`src/rtl/bcg_pkg.sv`:
```
package bcg_pkg;
  localparam int COL_W   = 10;
  localparam int LCODE_W = 3;

  localparam logic [LCODE_W-1:0] LC_PAGE = 3'b111;
endpackage

```
`src/rtl/bcg_decode.sv`:
```
module bcg_decode
  import bcg_pkg::*;
#(
  parameter int CW = COL_W
) (
  input  logic [LCODE_W-1:0] len_code_i,
  input  logic               itlv_i,
  input  logic               single_i,
  output logic [CW-1:0]      mask_o,
  output logic               page_o,
  output logic               itlv_o,
  output logic               err_o
);
  logic finite;
  logic page_req;

  assign finite   = ~len_code_i[2];
  assign page_req = (len_code_i == LC_PAGE);

  always_comb begin
    err_o  = ~finite & ~(page_req & ~itlv_i);
    page_o = page_req & ~single_i;
    itlv_o = itlv_i;
    if (single_i)
      mask_o = '0;
    else if (page_req)
      mask_o = '1;
    else
      mask_o = ~({CW{1'b1}} << len_code_i[1:0]);
  end
endmodule

```
`src/rtl/bcg_col_map.sv`:
```
module bcg_col_map #(
  parameter int CW = 10
) (
  input  logic [CW-1:0] start_i,
  input  logic [CW-1:0] beat_i,
  input  logic [CW-1:0] mask_i,
  input  logic          itlv_i,
  output logic [CW-1:0] col_o
);
  logic [CW-1:0] low_seq, low_xor;

  assign low_seq = start_i + beat_i;
  assign low_xor = start_i ^ beat_i;

  for (genvar i = 0; i < CW; i++) begin : g_bit
    assign col_o[i] = mask_i[i] ? (itlv_i ? low_xor[i] : low_seq[i]) : start_i[i];
  end
endmodule

```
`src/rtl/bcg_ctl.sv`:
```
module bcg_ctl #(
  parameter int CW = 10
) (
  input  logic          clk_i,
  input  logic          rst_ni,
  input  logic          start_i,
  input  logic          bad_i,
  input  logic          term_i,
  input  logic [CW-1:0] col_i,
  input  logic [CW-1:0] mask_i,
  input  logic          page_i,
  input  logic          itlv_i,
  output logic          active_o,
  output logic          last_o,
  output logic          err_o,
  output logic [CW-1:0] start_o,
  output logic [CW-1:0] beat_o,
  output logic [CW-1:0] mask_o,
  output logic          page_o,
  output logic          itlv_o
);
  logic          active_q, err_q, page_q, itlv_q;
  logic [CW-1:0] beat_q, start_q, mask_q;
  logic          at_end;

  assign at_end = ~page_q & (beat_q == mask_q);

  always_ff @(posedge clk_i or negedge rst_ni) begin
    if (!rst_ni) begin
      active_q <= 1'b0;
      err_q    <= 1'b0;
      page_q   <= 1'b0;
      itlv_q   <= 1'b0;
      beat_q   <= '0;
      start_q  <= '0;
      mask_q   <= '0;
    end else if (start_i) begin
      err_q    <= bad_i;
      active_q <= ~bad_i;
      beat_q   <= '0;
      if (!bad_i) begin
        start_q <= col_i;
        mask_q  <= mask_i;
        page_q  <= page_i;
        itlv_q  <= itlv_i;
      end
    end else begin
      err_q <= 1'b0;
      if (active_q) begin
        if (term_i || at_end) active_q <= 1'b0;
        else                  beat_q   <= beat_q + 1'b1;
      end
    end
  end

  assign active_o = active_q;
  assign last_o   = active_q & at_end;
  assign err_o    = err_q;
  assign start_o  = start_q;
  assign beat_o   = beat_q;
  assign mask_o   = mask_q;
  assign page_o   = page_q;
  assign itlv_o   = itlv_q;

  AST_TERM_IDLE: assert property (@(posedge clk_i) disable iff (!rst_ni)
    active_q && term_i && !start_i |=> !active_q);
  AST_END_IDLE: assert property (@(posedge clk_i) disable iff (!rst_ni)
    last_o && !start_i |=> !active_q);
  AST_PAGE_NO_LAST: assert property (@(posedge clk_i) disable iff (!rst_ni)
    active_q && page_q |-> !last_o);
  AST_ERR_NO_BEAT: assert property (@(posedge clk_i) disable iff (!rst_ni)
    err_q |-> !active_q);
  AST_START_FIRST: assert property (@(posedge clk_i) disable iff (!rst_ni)
    start_i && !bad_i |=> active_q && beat_q == '0);
endmodule

```
`src/rtl/burst_col_gen.sv`:
```
module burst_col_gen
  import bcg_pkg::*;
(
  input  logic               clk_i,
  input  logic               rst_ni,
  input  logic               start_i,
  input  logic [COL_W-1:0]   col_i,
  input  logic [LCODE_W-1:0] len_code_i,
  input  logic               itlv_i,
  input  logic               wr_single_i,
  input  logic               is_wr_i,
  input  logic               term_i,
  output logic [COL_W-1:0]   col_o,
  output logic               valid_o,
  output logic               last_o,
  output logic               err_o
);
  logic [COL_W-1:0] dec_mask, st_q, beat_q, mask_q;
  logic             dec_page, dec_itlv, dec_err, page_q, itlv_q;

  bcg_decode #(.CW(COL_W)) u_dec (
    .len_code_i (len_code_i),
    .itlv_i     (itlv_i),
    .single_i   (wr_single_i & is_wr_i),
    .mask_o     (dec_mask),
    .page_o     (dec_page),
    .itlv_o     (dec_itlv),
    .err_o      (dec_err)
  );

  bcg_ctl #(.CW(COL_W)) u_ctl (
    .clk_i    (clk_i),
    .rst_ni   (rst_ni),
    .start_i  (start_i),
    .bad_i    (dec_err),
    .term_i   (term_i),
    .col_i    (col_i),
    .mask_i   (dec_mask),
    .page_i   (dec_page),
    .itlv_i   (dec_itlv),
    .active_o (valid_o),
    .last_o   (last_o),
    .err_o    (err_o),
    .start_o  (st_q),
    .beat_o   (beat_q),
    .mask_o   (mask_q),
    .page_o   (page_q),
    .itlv_o   (itlv_q)
  );

  bcg_col_map #(.CW(COL_W)) u_map (
    .start_i (st_q),
    .beat_i  (beat_q),
    .mask_i  (mask_q),
    .itlv_i  (itlv_q),
    .col_o   (col_o)
  );

  AST_LAST_VALID: assert property (@(posedge clk_i) disable iff (!rst_ni)
    last_o |-> valid_o);
  AST_UPPER_HELD: assert property (@(posedge clk_i) disable iff (!rst_ni)
    valid_o && $past(valid_o) && !$past(start_i) && !page_q
    |-> ((col_o ^ $past(col_o)) & ~mask_q) == '0);
  AST_SEQ_STEP: assert property (@(posedge clk_i) disable iff (!rst_ni)
    valid_o && $past(valid_o) && !$past(start_i) && !itlv_q
    |-> (col_o & mask_q) == (($past(col_o) + 1'b1) & mask_q));
  AST_ERR_PULSE: assert property (@(posedge clk_i) disable iff (!rst_ni)
    err_o && !$past(start_i, 1) |-> 1'b0);
endmodule

```
`config.mk`:
```
export PLATFORM = sky130hd
export DESIGN_NAME = burst_col_gen
export DESIGN_NICKNAME = d
export VERILOG_FILES = /design/src/rtl/bcg_pkg.sv /design/src/rtl/bcg_decode.sv /design/src/rtl/bcg_col_map.sv /design/src/rtl/bcg_ctl.sv /design/src/rtl/burst_col_gen.sv
export SDC_FILE = /design/constraint.sdc
export NUM_CORES = 1
export LEC_CHECK = 0
export BUFFER_PORTS_ARGS = -buffer_cell sky130_fd_sc_hd__buf_2
export CORE_MARGIN = 2
export CORE_UTILIZATION = 50
export CTS_CLUSTER_SIZE = 25
export DETAILED_ROUTE_END_ITERATION = 12
export PLACE_DENSITY = 0.76
export SETUP_SLACK_MARGIN = 0.02
export SYNTH_ARGS = -nofsm -noshare
export SYNTH_HDL_FRONTEND = slang
export SYNTH_SLANG_ARGS = --single-unit
```
`constraint.sdc`:
```
create_clock -name clk_i -period 2.3 [get_ports clk_i]
set_clock_uncertainty 0.15 [all_clocks]
set_input_delay 0.345 -clock clk_i [delete_from_list [all_inputs] [get_ports clk_i]]
set_output_delay 0.345 -clock clk_i [all_outputs]
set_load 0.005 [all_outputs]
```
==> key figures <==
Status
  – Status: complete, but fails checks
  – Failing checks: negative setup slack

Critical path
  – Critical path class: flip-flop to primary output
  – R2r setup slk: 0.26 ns
  – Worst r2r dst: u_ctl.beat_o[3]
  – WP data arrival: 2.21 ns
  – CP Capture Type: primary output
  – Crit-path max FO: 3
  – Critical Path RT: 1.80 ns
  – Path depth of the worst reg2reg path: 9
  – Startpoint Class: flip-flop
  – FF-to-FF Start: u_ctl.beat_o[1]

Clocking
  – Clk Tree Root Cell: clkbuf_4
  – Clk_lat worst skew: 0.33 ns
  – Clock-pin slew on the worst setup and hold paths: 0.15 ns
  – Number of H-tree levels: 1
  – Clock sink count: 27
  – CTS Buf Count: 3
  – Clk buf depth: 2
  – CTS tree: yes

Pwr
  – PD cells: 498.2 nW/µm²
  – VDD IR max: 450.8 µV
  – Lkg Pwr: 1.143 nW

Timing
  – Final setup fails: 9
  – Worst slew pin tran: 0.6159 ns
  – Final Max Tran Viols: 0
  – Setup TNS: -2.161 ns
  – Max Fclk: 369.0 MHz
  – Tmin final: 2.710 ns
  – Fin crit share: 117.8%
  – RSZ-0062 raised after global routing: true
  – Hold Vio Cnt, Final: 0
  – Worst Slack Setup Final: -0.4098 ns
  – Slew Limit Headroom: 58.94%

Die
  – Row count: 21
  – Initial Utilization: 51.97%
  – DIE HEIGHT: 62.89 µm
  – Die area: 3955 µm²
  – Die W: 62.89 µm
  – Core ar.: 3337 µm²
  – I/O Pins: 33

Routing
  – Initial drt markers: 95
  – Vias/cell: 5.412
  – Wire per inst: 15.06 µm
  – Via Count: 1591
  – # DRC: 0
  – ANT nets after route: 0
  – Pre-Repair DR Iteration Count: 4
  – WL final: 4.429 mm

Placed design
  – I/O Buffers: 32
  – RePlAce Congestion: 0.7923
  – Pre-CTS WS: -0.1218 ns
  – DP HPWL: 3.033 mm

Global route
  – First-pass GRT wire length: 6.934 mm
  – Overall routing resource usage: 22.27%
  – Vias in the first global route: 1552
  – Grt total ovfl: 0
  – Largest net degree at the start of global routing: 28
  – Initial antenna violation count: 0

Synth
  – Mean cell area of the mapped netlist: 9.476 µm²
  – Main synth FF type: dfrtp_1
  – Cells after Synth: 183
  – Synth async-reset ratio: 100.0%
  – Synth unique cells: 40
  – Register area share after synthesis: 38.96%
  – Post-synth EDFFs: 0
  – Synth Net Count: 214
  – Yosys warning count: 0
  – Yosys reg bits: 27
  – Mapped Area: 1734 µm²

Layout
  – Final nets: 280
  – Fillers: 249
  – Layout cells sized above 1: 43.55%
  – Diode count: 0
  – Area grow syn2layout: 38.17%

Hold path
  – Hold wc startpoint: col_i[6]
  – Hold path endpoint: u_ctl.start_o[6]
  – Tightest Hold Check Type: input pin to flip-flop
  – Hold path cells: 2

Job
  – Max-cap viol count: 0
## routing by layer
metal	GRT usage, %	part of all wire [%]	routed length, µm
met1	26.13	43	1883
met2	41.09	52	2323
met3	4.324	3.9	171
met4	5.833	1.1	50
met5	0	0	0
## Yosys cell counts, types with 3 or more instances
cell	instances	share of area [%]
nor4_1	3	1.1
mux2_2	11	7.1
dfrtp_1	27	39
nand2_1	18	3.9
xor2_1	9	4.5
inv_1	4	0.87
mux2i_1	3	1.7
a21oi_1	14	4.0
nand3_1	5	1.4
xnor2_1	8	4.0
nor2_1	22	4.8
clkbuf_1	4	0.87
ha_1	10	7.2
o21ai_0	10	2.9
## worst max-delay path, stage by stage, from the launching register on
cell and delay, ns:
dfrtp_1 0.41, ha_2 0.21, buf_6 0.13, a211oi_4 0.30, o311ai_4 0.13, and3_1 0.18
a211o_1 0.23, xor2_1 0.17, buf_2 0.14
## sequential cells by signal, indices dropped and copies added (netlist names)
register	count
u_ctl.active_o	1
u_ctl.itlv_o	1
u_ctl.page_o	1
u_ctl.beat_o	10
u_ctl.err_o	1
u_ctl.start_o	10
u_ctl.mask_o	3
## timing repair
action	4_1_cts	5_1_grt
hold buffers	1	0
buffers inserted	8	3
endpoints found under the hold margin	27	0
setup endpoints to repair	9	10
gates resized for setup	15	18
pin swaps	18	19
## cells in the final DEF, fill, tap and decap left out, types with 3 or more instances in the layout
cell / n
buf_2: 32
buf_4: 31
dfrtp_1: 27
nor2_1: 21
nand2_1: 16
mux2_2: 11
o21ai_0: 9
xor2_1: 9
a21oi_1: 8
xnor2_1: 6
a21oi_2: 5
nand3_1: 5
ha_1: 5
inv_1: 4
ha_4: 4
mux2i_1: 3
clkbuf_4: 3
buf_6: 3
## stage by stage
stage          std cells  cell area [µm²]  hold slack [ns]  util [%]  power [mW]
2_1_floorplan        183             1734          -0.1006         -      0.7518
3_3_place_gp         279             2107           0.2466     63.14      0.9001
3_5_place_dp         279             2107           0.2449     63.14      0.9124
4_1_cts              292             2282          0.07586     68.39       1.164
5_1_grt              294             2396          0.06328     71.80       1.268
6_report             294             2396          0.08164     71.80       1.194
## worst max path at each step
| stage | slack [ns] | start | end | cells after the start |
|---|---|---|---|---|
| finish | -0.41 | u_ctl.start_o[0] | col_o[9] | 8 |
| global route | -0.49 | u_ctl.start_o[0] | col_o[9] | 8 |
| global placement | -0.07 | u_ctl.start_o[0] | col_o[8] | 8 |
| CTS | -0.42 | u_ctl.beat_o[1] | col_o[9] | 7 |
| detailed placement | -0.12 | u_ctl.start_o[1] | col_o[9] | 7 |
| floorplan | 0.06 | u_ctl.beat_o[0] | col_o[8] | 7 |
## logic make-up (layout without fill, tap and decap cells)
family	count (synthesis)	count (layout)	share of synthesized area, %
flip-flops	27	27	38.96
AND/OR/NAND/NOR	63	63	17.75
AO/OA/AOI/OAI	40	40	14.50
buffers and inverters	10	75	2.308
multiplexers	15	15	9.524
adder cells (fa/ha/maj)	11	11	8.369
XOR/XNOR	17	17	8.586
## power by group
| group | total, mW | internal (mW) | switching (mW) |
|---|---|---|---|
| clock | 0.207 | 0.0653 | 0.142 |
| sequential | 0.561 | 0.517 | 0.0439 |
| combinational | 0.426 | 0.228 | 0.198 |
| total | 1.19 | 0.810 | 0.384 |
## area by class of cell
type,instances,area (µm²),share of cell area [%]
repair buffers,67,436.7,18.22
clock buffers,3,22.52,0.9399
inverters,4,15.01,0.6266
well taps,46,57.56,2.402
flip-flops and latches,27,675.6,28.20
multi-input cells,146,1184,49.40
clock inverters,1,5.005,0.2089
Note: power is estimated with default switching activity, not from simulation.
